## src/rtl/osd_seq_pkg.sv

```systemverilog
// Shared types for the display-RAM write sequencer.
package osd_seq_pkg;
    // What the next accepted byte is taken to be.
    typedef enum logic [1:0] {
        CTX_ADDR  = 2'd0,   // row or column address
        CTX_DATA  = 2'd1,   // single data byte after a column
        CTX_BURST = 2'd2    // every byte is data, address self-steps
    } seq_ctx_e;
endpackage

```

## src/rtl/osd_seq_ctx.sv

```systemverilog
// Byte classifier and context tracker.
// Decides for each accepted byte whether it is a row, a column or data,
// and keeps the context for the next byte. Assumes flush (start or stop)
// takes priority over a byte in the same cycle.
module osd_seq_ctx
    import osd_seq_pkg::*;
#(
    parameter int BYTE_W = 8
) (
    input  logic              clk,
    input  logic              rst_n,
    input  logic              flush,
    input  logic              byte_vld,
    input  logic [BYTE_W-1:0] byte_dat,
    output logic              ld_row,
    output logic              ld_col,
    output logic              data_hit,
    output logic              burst_on
);
    localparam int ROW_BIT   = BYTE_W - 1;
    localparam int BURST_BIT = BYTE_W - 2;

    seq_ctx_e ctx_q, ctx_d;
    logic     take;

    // Classify the current byte from context and flag bits.
    always_comb begin
        take     = byte_vld && !flush;
        ld_row   = take && (ctx_q == CTX_ADDR) &&  byte_dat[ROW_BIT];
        ld_col   = take && (ctx_q == CTX_ADDR) && !byte_dat[ROW_BIT];
        data_hit = take && (ctx_q != CTX_ADDR);
        burst_on = (ctx_q == CTX_BURST);
    end

    // Next context.
    always_comb begin
        ctx_d = ctx_q;
        if (flush) begin
            ctx_d = CTX_ADDR;
        end else if (take) begin
            unique case (ctx_q)
                CTX_ADDR: begin
                    if (!byte_dat[ROW_BIT])
                        ctx_d = byte_dat[BURST_BIT] ? CTX_BURST : CTX_DATA;
                end
                CTX_DATA:  ctx_d = CTX_ADDR;
                CTX_BURST: ctx_d = CTX_BURST;
                default:   ctx_d = CTX_ADDR;
            endcase
        end
    end

    // Context register.
    always_ff @(posedge clk) begin
        if (!rst_n) ctx_q <= CTX_ADDR;
        else        ctx_q <= ctx_d;
    end

    AST_BURST_STICKY: assert property (@(posedge clk) disable iff (!rst_n)
        (ctx_q == CTX_BURST) && !flush |=> (ctx_q == CTX_BURST));
    AST_FLUSH_TO_ADDR: assert property (@(posedge clk) disable iff (!rst_n)
        flush |=> (ctx_q == CTX_ADDR));
endmodule

```

## src/rtl/osd_seq_addr.sv

```systemverilog
// Row and column address holder.
// Loads the row and the column from address bytes, steps the address after
// each burst write with wrap, and tracks whether a row has been given since
// the last flush. Assumes that a load and a step never coincide.
module osd_seq_addr #(
    parameter int ROWS   = 16,
    parameter int COLS   = 32,
    parameter int BYTE_W = 8,
    parameter int ROW_W  = $clog2(ROWS),
    parameter int COL_W  = $clog2(COLS)
) (
    input  logic              clk,
    input  logic              rst_n,
    input  logic              flush,
    input  logic              ld_row,
    input  logic              ld_col,
    input  logic              data_hit,
    input  logic              burst_on,
    input  logic [BYTE_W-1:0] byte_dat,
    output logic [ROW_W-1:0]  row_q,
    output logic [COL_W-1:0]  col_q,
    output logic              row_ok
);
    localparam logic [ROW_W-1:0] LAST_ROW = ROW_W'(ROWS - 1);
    localparam logic [COL_W-1:0] LAST_COL = COL_W'(COLS - 1);

    logic adv;

    // A burst write moves the address forward once a row is known.
    always_comb adv = data_hit && burst_on && row_ok;

    // Row register with burst wrap.
    always_ff @(posedge clk) begin
        if (!rst_n)
            row_q <= '0;
        else if (ld_row)
            row_q <= byte_dat[ROW_W-1:0];
        else if (adv && col_q == LAST_COL)
            row_q <= (row_q == LAST_ROW) ? '0 : row_q + 1'b1;
    end

    // Column register with burst wrap.
    always_ff @(posedge clk) begin
        if (!rst_n)
            col_q <= '0;
        else if (ld_col)
            col_q <= byte_dat[COL_W-1:0];
        else if (adv)
            col_q <= (col_q == LAST_COL) ? '0 : col_q + 1'b1;
    end

    // Row-known flag, cleared by every flush.
    always_ff @(posedge clk) begin
        if (!rst_n || flush) row_ok <= 1'b0;
        else if (ld_row)     row_ok <= 1'b1;
    end

    AST_BURST_STEP: assert property (@(posedge clk) disable iff (!rst_n)
        adv && (col_q != LAST_COL) |=>
            (col_q == $past(col_q) + 1'b1) && (row_q == $past(row_q)));
    AST_BURST_WRAP: assert property (@(posedge clk) disable iff (!rst_n)
        adv && (col_q == LAST_COL) && (row_q == LAST_ROW) |=>
            (col_q == '0) && (row_q == '0));
    AST_ROW_FORGOTTEN: assert property (@(posedge clk) disable iff (!rst_n)
        flush |=> !row_ok);
endmodule

```

## src/rtl/osd_ram_wr_seq.sv

```systemverilog
// Display-RAM write sequencer top.
// Converts a framed byte stream into one-cycle write commands and marks
// writes aimed at control locations. Assumes the byte source and the
// strobes are synchronous to clk and already address-matched.
module osd_ram_wr_seq #(
    parameter int ROWS        = 16,
    parameter int COLS        = 32,
    parameter int CTRL_COLS   = 13,
    parameter int ROWCTL_COLS = 2
) (
    input  logic                    clk,
    input  logic                    rst_n,
    input  logic                    frm_start,
    input  logic                    frm_stop,
    input  logic                    byte_vld,
    input  logic [7:0]              byte_dat,
    output logic                    wr_en,
    output logic [$clog2(ROWS)-1:0] wr_row,
    output logic [$clog2(COLS)-1:0] wr_col,
    output logic [7:0]              wr_dat,
    output logic                    wr_ctl
);
    localparam int ROW_W = $clog2(ROWS);
    localparam int COL_W = $clog2(COLS);
    localparam logic [ROW_W-1:0] CTRL_ROW  = ROW_W'(ROWS - 1);
    localparam logic [COL_W-1:0] CTRL_LIM  = COL_W'(CTRL_COLS);
    localparam logic [COL_W-1:0] ROWCTL_LO = COL_W'(COLS - ROWCTL_COLS);

    logic             flush, ld_row, ld_col, data_hit, burst_on, row_ok;
    logic [ROW_W-1:0] row_q;
    logic [COL_W-1:0] col_q;
    logic             tgt_ctl;

    // Either strobe restarts the sequencer.
    always_comb flush = frm_start || frm_stop;

    osd_seq_ctx #(.BYTE_W(8)) u_ctx (
        .clk      (clk),
        .rst_n    (rst_n),
        .flush    (flush),
        .byte_vld (byte_vld),
        .byte_dat (byte_dat),
        .ld_row   (ld_row),
        .ld_col   (ld_col),
        .data_hit (data_hit),
        .burst_on (burst_on)
    );

    osd_seq_addr #(.ROWS(ROWS), .COLS(COLS), .BYTE_W(8),
                   .ROW_W(ROW_W), .COL_W(COL_W)) u_addr (
        .clk      (clk),
        .rst_n    (rst_n),
        .flush    (flush),
        .ld_row   (ld_row),
        .ld_col   (ld_col),
        .data_hit (data_hit),
        .burst_on (burst_on),
        .byte_dat (byte_dat),
        .row_q    (row_q),
        .col_q    (col_q),
        .row_ok   (row_ok)
    );

    // Control-space decode of the current target.
    always_comb begin
        if (row_q == CTRL_ROW) tgt_ctl = (col_q < CTRL_LIM);
        else                   tgt_ctl = (col_q >= ROWCTL_LO);
    end

    // Registered write command.
    always_ff @(posedge clk) begin
        if (!rst_n) begin
            wr_en  <= 1'b0;
            wr_row <= '0;
            wr_col <= '0;
            wr_dat <= '0;
            wr_ctl <= 1'b0;
        end else begin
            wr_en <= data_hit && row_ok;
            if (data_hit && row_ok) begin
                wr_row <= row_q;
                wr_col <= col_q;
                wr_dat <= byte_dat;
                wr_ctl <= tgt_ctl;
            end
        end
    end

    AST_WR_NEEDS_BYTE: assert property (@(posedge clk) disable iff (!rst_n)
        wr_en |-> $past(byte_vld) && !$past(frm_start || frm_stop));
    AST_NO_WR_AFTER_ADDR: assert property (@(posedge clk) disable iff (!rst_n)
        ld_row || ld_col |=> !wr_en);
endmodule

```

## config.mk

```make
export PLATFORM = sky130hd
export DESIGN_NAME = osd_ram_wr_seq
export DESIGN_NICKNAME = d
export VERILOG_FILES = /design/src/rtl/osd_seq_pkg.sv /design/src/rtl/osd_seq_ctx.sv /design/src/rtl/osd_seq_addr.sv /design/src/rtl/osd_ram_wr_seq.sv
export SDC_FILE = /design/constraint.sdc
export NUM_CORES = 1
export LEC_CHECK = 0
export ABC_AREA = 1
export BUFFER_PORTS_ARGS = -buffer_cell sky130_fd_sc_hd__buf_2
export CAP_MARGIN = 20
export CORE_MARGIN = 5
export CORE_UTILIZATION = 45
export CTS_BUF_LIST = sky130_fd_sc_hd__clkbuf_2 sky130_fd_sc_hd__clkbuf_4 sky130_fd_sc_hd__clkbuf_8
export DETAILED_ROUTE_END_ITERATION = 7
export PLACE_DENSITY = 0.68
export SYNTH_ARGS = -nofsm -noshare
export SYNTH_HDL_FRONTEND = slang
export SYNTH_HIERARCHICAL = 1
export SYNTH_SLANG_ARGS = --single-unit
```

## constraint.sdc

```tcl
create_clock -name clk -period 1.8 [get_ports clk]
set_input_delay 0.18 -clock clk [delete_from_list [all_inputs] [get_ports clk]]
set_output_delay 0.18 -clock clk [all_outputs]
set_load 0.03 [all_outputs]
```

After elaboration in Yosys (flattened, before gate mapping)
Cells that the tools add are included.
{"block": "classes", "addsub": 2, "muxes": 10, "n_reduce_logical": 20, "n_eq_ne": 4, "bitwise": 1, "magnitude_cmp": 2}
{"cell": "$mux 5", "count": 3}
{"cell": "$mux 4", "count": 3}
{"cell": "$logic_and 1x1->1", "count": 9}
{"cell": "$reduce_bool 2->1", "count": 3}
{"cell": "$add 5x1->5 const B", "count": 1}
{"cell": "$eq 5x5->1 const B", "count": 1}
{"cell": "$ge 5x5->1 const B", "count": 1}
{"cell": "$lt 5x4->1 const B", "count": 1}
{"cell": "$add 4x1->4 const B", "count": 1}
{"cell": "$eq 4x4->1 const B", "count": 1}
{"cell": "$mux 2", "count": 2}
{"cell": "$pmux 2 s2", "count": 1}
{"cell": "$logic_not 1->1", "count": 3}
{"cell": "$eq 2x2->1 const B", "count": 1}
{"cell": "$logic_not 2->1", "count": 1}
{"cell": "$logic_or 1x1->1", "count": 2}
{"cell": "$ne 2x2->1 const B", "count": 1}
{"cell": "$reduce_and 2->1", "count": 1}
{"cell": "$reduce_or 2->1", "count": 1}
{"cell": "$mux 1", "count": 1}
{"cell": "$not 1->1", "count": 1}
{"block": "word_totals", "reg_bits": 31, "word_cells": 48, "inputBits": 13, "output_inout_bits": 19}

Depth between registers and ports, before layout
Gate-level depths: netlist (run 1).
{"block": "logic_depth", "ltp_word": 9, "depth_mapped": 9, "ltp_nobuf": 9}

Hierarchy
The synthesis (run 1) kept the hierarchy.
{"module": "osd_ram_wr_seq", "n_inst": 1, "seq_area_each_um2": 380.4, "cells_per_inst": 95, "area_per_inst_um2": 719.4}
{"module": "osd_seq_addr", "n_inst": 1, "seq_area_each_um2": 200.2, "cells_per_inst": 86, "area_per_inst_um2": 590.6}
{"module": "osd_seq_ctx", "n_inst": 1, "seq_area_each_um2": 40.0, "cells_per_inst": 23, "area_per_inst_um2": 142.6}

Worst setup path before layout (run 1)
No wires, ideal clock.
{"block": "synth_path", "path_kind": "input to register", "startpoint": "input frm_stop", "endpoint": "register wr_dat[3]", "slack_ns": 0.210, "stages": 8, "arrival_time_ns": 1.474, "t_required_ns": 1.684, "path_buffers": 1, "setup_ns": 0.116, "cell_sequence": "or2_2 > nor2_2 > inv_1 > nor2_1 > nand2_2 > clkbuf_2 > o21ai_0 > nor2_1"}
{"block": "synth_between", "elab_chain_len": 5}
{"element": "start: declaration", "line": "osd_ram_wr_seq.sv:14", "rtl": "input logic frm_stop,"}
{"element": "$logic_or 1x1->1", "line": "osd_ram_wr_seq.sv:35", "rtl": "always_comb flush = frm_start || frm_stop;"}
{"element": "$logic_not 1->1", "line": "osd_seq_ctx.sv:28", "rtl": "take = byte_vld && !flush;"}
{"element": "$logic_and 1x1->1", "line": "osd_seq_ctx.sv:28"}
{"element": "$logic_and 1x1->1", "line": "osd_seq_ctx.sv:31", "rtl": "data_hit = take && (ctx_q != CTX_ADDR);"}
{"element": "net data_hit", "line": "osd_ram_wr_seq.sv:29", "rtl": "logic flush, ld_row, ld_col, data_hit, burst_on, row_ok;"}
{"element": "$logic_and 1x1->1", "line": "osd_ram_wr_seq.sv:80", "rtl": "if (data_hit && row_ok) begin"}
{"element": "end signal: assignment", "line": "osd_ram_wr_seq.sv:83", "rtl": "wr_dat <= byte_dat;"}
{"element": "end: declaration", "line": "osd_ram_wr_seq.sv:20", "rtl": "output logic [7:0] wr_dat,"}
The timed path passes the listed nets, and every way through them passes these cells.
A chain may end at the register's enable or synchronous reset.

Worst setup path in the final report (run 1)
{"block": "layout_path", "startpoint": "register u_addr.col_q[1]", "endpoint": "register u_addr.row_q[3]"}
{"block": "layout_between", "elab_chain_len": 3}
{"element": "start: declaration", "line": "osd_seq_addr.sv:21", "rtl": "output logic [COL_W-1:0] col_q,"}
{"element": "start signal: assignment", "line": "osd_seq_addr.sv:47", "rtl": "col_q <= byte_dat[COL_W-1:0];"}
{"element": "start signal: assignment", "line": "osd_seq_addr.sv:49", "rtl": "col_q <= (col_q == LAST_COL) ? '0 : col_q + 1'b1;"}
{"element": "$eq 5x5->1", "line": "osd_seq_addr.sv:38", "rtl": "else if (adv && col_q == LAST_COL)"}
{"element": "$logic_and 1x1->1", "line": "osd_seq_addr.sv:38"}
{"element": "$reduce_bool 2->1 (no line)"}
{"element": "end signal: assignment", "line": "osd_seq_addr.sv:37", "rtl": "row_q <= byte_dat[ROW_W-1:0];"}
{"element": "end signal: assignment", "line": "osd_seq_addr.sv:39", "rtl": "row_q <= (row_q == LAST_ROW) ? '0 : row_q + 1'b1;"}
{"element": "end: declaration", "line": "osd_seq_addr.sv:20", "rtl": "output logic [ROW_W-1:0] row_q,"}
Every way passes these cells.

==> summary.md, run 1 <==
| Metric | Value |
|---|---|
| Min Tclk post-route | 1.50 ns |
| Final max-slew violation count | 0 |
| Worst reg-to-reg setup slack | 0.30 ns |
| Highest clock rate | 0.667 GHz |
| Fin Setup TNS | 0 ns |
| Antenna viol nets, final | 0 |
| Grt peak-use layer | met2 |
| CP cell instances | ha_1 -> nand2_1 -> nor2_1 -> ha_1 -> nand4_2 -> nand2_2 -> inv_2 -> nand2_1 -> a21oi_2 |
| CP Launch Type | flip-flop |
| Slowest cell on crit path | dfxtp_2 |
| Seq cells post-synth | 31 |
| Clock Sinks | 31 |
| Worst min-delay path startpoint | byte_dat[5] |
| Sequential area share after synthesis | 42.7% |
| Peak supply drop | 0.333 mV |
| WP data arrival | 1.71 ns |
| Post-synth ARST share | 0% |
| Max clock buf depth | 2 |
| Number of core rows | 20 |
| Leak | just over 0.0008 µW |
| Synth Area per Inst | 7.12 µm² |
| CTS clk-pin slew, worst paths | 0.09 ns |
| Worst EP required | about 2 ns |
| Most common flop cell mapped by yosys | dfxtp_1 |
| Routed WL | roughly 3300 µm |
| Mapped Area | between 1000 and 1500 µm² |
| Count leader, synth | nor2_1 |
| First-pass GRT wire length | 5820 µm |
| Synth top area share | 42.7% |
| GR Util met1 | 22.4% |
| EDFF count, synth | 0 |
| RSZ-0062 raised after global routing | no |
| Grt met2 use | 26.4% |
| Endpoints failing setup | 0 |
| CTS buffer count | 5 |
| Synth unique cells | 25 |
| Drc violations | 0 |
| PwrDens | 756 nW/µm² |
| Worst-margin pin slew | 0.357 ns |
| Type of the worst min-delay path | in2reg |
| Worst Skew | 0.00555 ns |
| Final hold vios | 0 |
| Mapped Cells | 204 |
| Global route overflow | 0 |
| Worst r2r src | u_addr/col_q[1] |
| H-tree lvl count | 2 |
| Vias in the first global route | between 1000 and 1500 |
| Cts hold-fix bufs | 0 |
| Post-DP Area | between 1500 and 2000 µm² |
| DR pass1 iterations | 4 |
| Layout area overhead | 21.7% |
| Largest net degree at the start of global routing | 25 |
| Worst-skew pair later-pin latency | between 0.3 and 0.4 ns |
| Post-DR wirelength/cell | roughly 11 µm |
| Cell taking the most area after synthesis | dfxtp_1 |
| Worst Setup Path Type | reg2reg |
| Port Buffer Count | 31 |
| CTS tree | built |
| Final instance area | 1770 µm² |
| # diodes | 0 |
| Met3 Usage GRT | 5.06% |
| Root Driver | clkbuf_4 |
| Starting Density | a little under half |
| Final core occ | 57.4% |
| Die ar. | 4460 µm² |
| I/O pin total | 32 |
| Die X | around 67 µm |
| Hpwl dp | 2440 µm |
| Yosys warns | 6 |
| Top post-synthesis cells by area | dfxtp_1, nor2_1, nand2_1, o21ai_0, a21oi_1 |
| Critical path launch point | u_addr/col_q[1] |
| Tcrit/Tclk final | 83.3% |
| CP peak stage delay | about 0.4 ns |
| Worst relative slew slack | 76.2% |
| GRT Util Overall | about 17% |
| Max-cap violations | 0 |
| Initial antenna violation count | 0 |
| Vias per cell | 4.78 |
| DR vias | 1386 |
| Worst-path fanout max | 6 |
| Syn nets | 220 |
| Die height | 66.8 µm |
| Outcome | completed |
| 1st-iter DRT viols | 88 |
| CP Capture Type | flip-flop |
| Leading cell types by count after synthesis | nor2_1, nand2_1, dfxtp_1 |
| Tot Pwr | 1340 µW |
| Final net count | 261 |
| Core area | between 3000 and 4000 µm² |
| Share of cells above drive strength 1 | 26.4% |
| Routability cong. | 0.877 |
==> critical path: cells and delay by family, from the launching register on <==
| kind | cells | cell delay, ns |
|---|---|---|
| AND/OR/NAND/NOR | 5 | 0.51 |
| flip-flops | 1 | 0.39 |
| adder cells (fa/ha/maj) | 2 | 0.39 |
| buffers and inverters | 1 | 0.05 |
| AO/OA/AOI/OAI | 1 | 0.05 |
==> worst paths after layout <==
path	to	depth (start not counted)
max	u_addr/row_q[3]	9
min	wr_dat[5]	3
max reg2reg	u_addr/row_q[3]	9
min reg2reg	wr_dat[5]	2
==> cells by family (layout without fill, tap and decap cells) <==
logic type / Yosys count / in the layout / share of synthesized area (%)
and+or+nand+nor: 106 / 106 / 32.6
buffers and inverters: 24 / 66 / 7.58
adders and majority gates: 3 / 3 / 2.58
DFF: 31 / 31 / 42.7
AOI/OAI and AO/OA: 40 / 40 / 14.6
==> area by class of cell <==
cell class,instances,area (µm²)
clock buffers,6,51.3
multi-input cells,149,722
inverters,20,75.1
flip-flops and latches,31,622
clock inverters,2,35.0
repair buffers,38,208
well taps,44,55.1
fillers,321,1310
==> cell usage in the layout, fill, tap and decap left out <==
master / instances
nor3_1: 1
bufinv_16: 1
nand2_1: 41
clkbuf_4: 5
buf_2: 31
a21oi_2: 2
nor2_2: 2
o21ai_0: 15
nand2_2: 4
a21oi_1: 12
nand4_1: 3
a31oi_1: 3
dfxtp_1: 30
nand4_2: 1
nor2_4: 1
or2_1: 1
nand3_1: 6
or2_2: 1
nor4_2: 1
inv_1: 15
buf_4: 7
inv_2: 5
o21ai_1: 8
ha_1: 3
dfxtp_2: 1
clkinv_2: 1
clkbuf_8: 1
nand3_4: 1
nor2_1: 43
==> stage by stage <==
step                      cells  hold slack, ns  worst slack (ns)
final                       290          0.0942             0.301
after global routing        290           0.120            0.0810
after CTS                   290          0.0798             0.227
after detailed placement    282           0.437            0.0997
after global placement      282           0.437             0.144
after floorplan             204           0.316             0.210
==> where the power goes <==
group	leakage (µW)	switching, µW	total (µW)	internal (µW)
combinational	0.000522	46.4	74.3	27.9
sequential	0.000250	6.49	696	690
clock	0.0000482	238	566	328
total	0.000821	291	1340	1050
==> routing by layer <==
layer  part of all wire [%]  up-vias  routed length [µm]
li1                       -      742                   -
met1                     50      613                1630
met5                      0        -                   0
met2                     44       26                1440
met4                    1.2        0                  39
met3                    5.1        5                 166
==> registers in the layout, indices dropped and copies added (netlist names) <==
name,flops
wr_row,4
wr_col,5
u_addr/row_ok,1
u_ctx/ctx_q,2
wr_dat,8
u_addr/row_q,4
u_addr/col_q,5
wr_en,1
wr_ctl,1
==> repair_timing <==
action	4_1_cts	5_1_grt
gates resized for setup	0	1
setup endpoints to repair	0	1
setup buffers	0	0
(Power assumes the default switching activity.)
==> run 2: changes to the inputs <==
- PLACE_DENSITY: 0.68 -> 0.71
- clock period: 1.8 -> 1.3 ns (I/O delays scaled with it)
==> run 2 against run 1 <==
Effect of this change: the run now ends with negative setup slack left; sequential share of layout area is 4.6 points lower; sequential power is 38% higher; die area stayed put; global-route usage is 1.1 points higher; first-iteration DRC count stayed put; worst setup slack worse by 0.36 ns; critical endpoint unchanged; highest routed layer unchanged.
==> summary.md, run 2 (synthesis results as in run 1) <==
| Metric | Value |
|---|---|
| Share of cells above drive strength 1 | 39.5% (was 26.4%) |
| # diodes | 0 (unchanged) |
| Vias in the first global route | 1329 (was 1315) |
| CTS buffer count | 5 (unchanged) |
| Die X | 66.8 µm (unchanged) |
| Worst-margin pin slew | 0.327 ns (was 0.357 ns) |
| Worst min-delay path startpoint | byte_dat[5] (unchanged) |
| Cts hold-fix bufs | 0 (unchanged) |
| Final max-slew violation count | 0 (unchanged) |
| Post-DP Area | 1840 µm² (was 1680 µm²) |
| Starting Density | 47.2% (unchanged) |
| CP cell instances | ha_4 -> nand2_4 -> nor2_4 -> ha_4 -> nand4_4 -> nand2_4 -> inv_2 -> nand2_2 -> a21oi_2 (was ha_1 -> nand2_1 -> nor2_1 -> ha_1 -> nand4_2 -> nand2_2 -> inv_2 -> nand2_1 -> a21oi_2) |
| Initial antenna violation count | 0 (unchanged) |
| Seq pwr share | 50.2% (was 52.1%) |
| Hold EP | wr_dat[5] (unchanged) |
| Vias per cell | 4.84 (was 4.78) |
| Routed WL | 3720 µm (was 3280 µm) |
| Worst r2r src | u_addr/col_q[1] (unchanged) |
| Worst Skew | 0.00889 ns (was 0.00555 ns) |
| Most frequent cells in the layout | nor2_1, nand2_1, buf_2 (unchanged) |
| Worst Setup Path Type | reg2reg (unchanged) |
| Worst-skew pair later-pin latency | 0.34 ns (was 0.33 ns) |
| WP data arrival | 1.59 ns (was 1.71 ns) |
| CP peak stage delay | 0.37 ns (was 0.39 ns) |
| Worst EP required | 1.53 ns (was 2.01 ns) |
| CTS tree | built (unchanged) |
| Highest clock rate | 0.735 GHz (was 0.667 GHz) |
| Type of the worst min-delay path | in2reg (unchanged) |
| Hold Path Depth | 3 (unchanged) |
| Final core occ | 67.0% (was 57.4%) |
| Tot Pwr | 1910 µW (was 1340 µW) |
| Layout area overhead | 42.0% (was 21.7%) |
| DR pass1 iterations | 4 (unchanged) |
| Post-DR wirelength/cell | 12.1 µm (was 11.3 µm) |
| Final instance area | 2060 µm² (was 1770 µm²) |
| Hpwl dp | 2660 µm (was 2440 µm) |
| 1st-iter DRT viols | 88 (unchanged) |
| Fin Setup TNS | -0.329 ns (was 0 ns) |
| Worst reg-to-reg setup slack | -0.06 ns (was 0.30 ns) |
| Switching Power | 445 µW (was 291 µW) |
| H-tree lvl count | 2 (unchanged) |
| Final hold vios | 0 (unchanged) |
| Endpoints failing setup | 8 (was 0) |
| Worst relative slew slack | 78.2% (was 76.2%) |
| Worst r2r path cells | 9 (unchanged) |
| Sw Share | 23.3% (was 21.8%) |
| I/O pin total | 32 (unchanged) |
| CP Launch Type | flip-flop (unchanged) |
| Tcrit/Tclk final | 105% (was 83.3%) |
| GRT Util Overall | 18.5% (was 17.3%) |
| RSZ-0062 raised after global routing | yes (was no) |
| Number of core rows | 20 (unchanged) |
| Largest net degree at the start of global routing | 16 (was 25) |
| Clock Sinks | 31 (unchanged) |
| Largest regs | wr_dat (8), u_addr/col_q (5), wr_col (5) (unchanged) |
| Routability cong. | 0.861 (was 0.877) |
| Core area | 3080 µm² (unchanged) |
| Worst-path fanout max | 5 (was 6) |
| Max-cap violations | 0 (unchanged) |
| Top reg by flops | wr_dat (unchanged) |
| Antenna viol nets, final | 0 (unchanged) |
| Peak supply drop | 0.616 mV (was 0.333 mV) |
| Min Tclk post-route | 1.36 ns (was 1.50 ns) |
| DR vias | 1486 (was 1386) |
| Die ar. | 4460 µm² (unchanged) |
| Final net count | 278 (was 261) |
| Leak | 0.000951 µW (was 0.000821 µW) |
| Failing checks | negative setup slack |
| Max clock buf depth | 2 (unchanged) |
| Die height | 66.8 µm (unchanged) |
| Final setup margin | -0.0614 ns (was 0.301 ns) |
| Most common cell after layout, fill and taps aside | nor2_1 (unchanged) |
| CTS clk-pin slew, worst paths | 0.10 ns (was 0.09 ns) |
| Outcome | complete, but fails checks (was completed) |
| CP Capture Type | flip-flop (unchanged) |
| Clock share of power | 42.4% (was 42.3%) |
| Part of the power in combinational logic | 7.4% (was 5.6%) |
| First-pass GRT wire length | 6090 µm (was 5820 µm) |
| Internal power | 1460 µW (was 1050 µW) |
| PwrDens | 925 nW/µm² (was 756 nW/µm²) |
| Worst reg2reg endpoint | u_addr/row_q[3] (unchanged) |
| Max reg flops | 8 (unchanged) |
| Global route overflow | 0 (unchanged) |
| Drc violations | 0 (unchanged) |
| Root Driver | clkbuf_4 (unchanged) |
| Port Buffer Count | 31 (unchanged) |
| Slowest cell on crit path | dfxtp_2 (unchanged) |
-- run 2: cell types whose count changed in the layout (fill, tap and decap cells not counted), sizes merged --
cell / before / now
buf: 38 / 55
-- run 2: metal layers --
layer / global-route usage (%) / share of wire, %
met4: 8.38 / 1.8
met2: 30.4 / 48
met1: 22.1 / 44
met5: 0 / 0
met3: 5.06 / 5.9
-- run 2: cell type report --
cell class                      instances  area (µm²)
Inverter                               20        82.6
Multi-Input combinational cell        149         848
Tap cell                               44        55.1
Clock buffer                            6        51.3
Sequential cell                        31         631
Fill cell                             266        1010
Clock inverter                          2        35.0
Timing Repair Buffer                   55         360
-- run 2: how the worst max path moves through the flow --
stage,from,endpoint,depth (start not counted)
after CTS,u_addr/col_q[1],u_addr/row_q[1],9
after global routing,u_addr/col_q[1],u_addr/row_q[1],9
after global placement,frm_stop,u_addr/col_q[3],10
final,u_addr/col_q[1],u_addr/row_q[3],9
after detailed placement,frm_stop,u_addr/col_q[2],10
after floorplan,frm_stop,u_addr/col_q[0],9
-- run 2: through the flow --
step	hold WS [ns]	worst slack, ns	instances
final	0.0257	-0.0614	307
after global routing	0.0557	-0.135	307
after global placement	0.384	-0.170	295
after CTS	0.0168	-0.127	305
after floorplan	0.266	-0.0754	204
after detailed placement	0.385	-0.230	295
-- run 2: what timing repair did --
| item | in CTS | in global routing |
|---|---|---|
| endpoints found under the setup margin | 23 | 25 |
| resized for setup | 11 | 18 |
| pin swaps | 7 | 7 |
| buffers inserted | 2 | 2 |
-- run 2: power groups by stage --
stage / sequential (µW) / combinational (µW) / clock [µW]
floorplan: 985 / 65.0 / 0
global placement: 983 / 127 / 0
detailed placement: 983 / 129 / 0
CTS: 962 / 132 / 830
global route: 960 / 156 / 871
finish: 959 / 141 / 809
-- run 2: worst max-delay path, delay by kind of cell, from the launching register on --
| kind | cells | cell delay, ns |
|---|---|---|
| fa+ha+maj | 2 | 0.32 |
| compound gates | 1 | 0.05 |
| buf+inv | 1 | 0.06 |
| simple gates | 5 | 0.45 |
| flops | 1 | 0.37 |
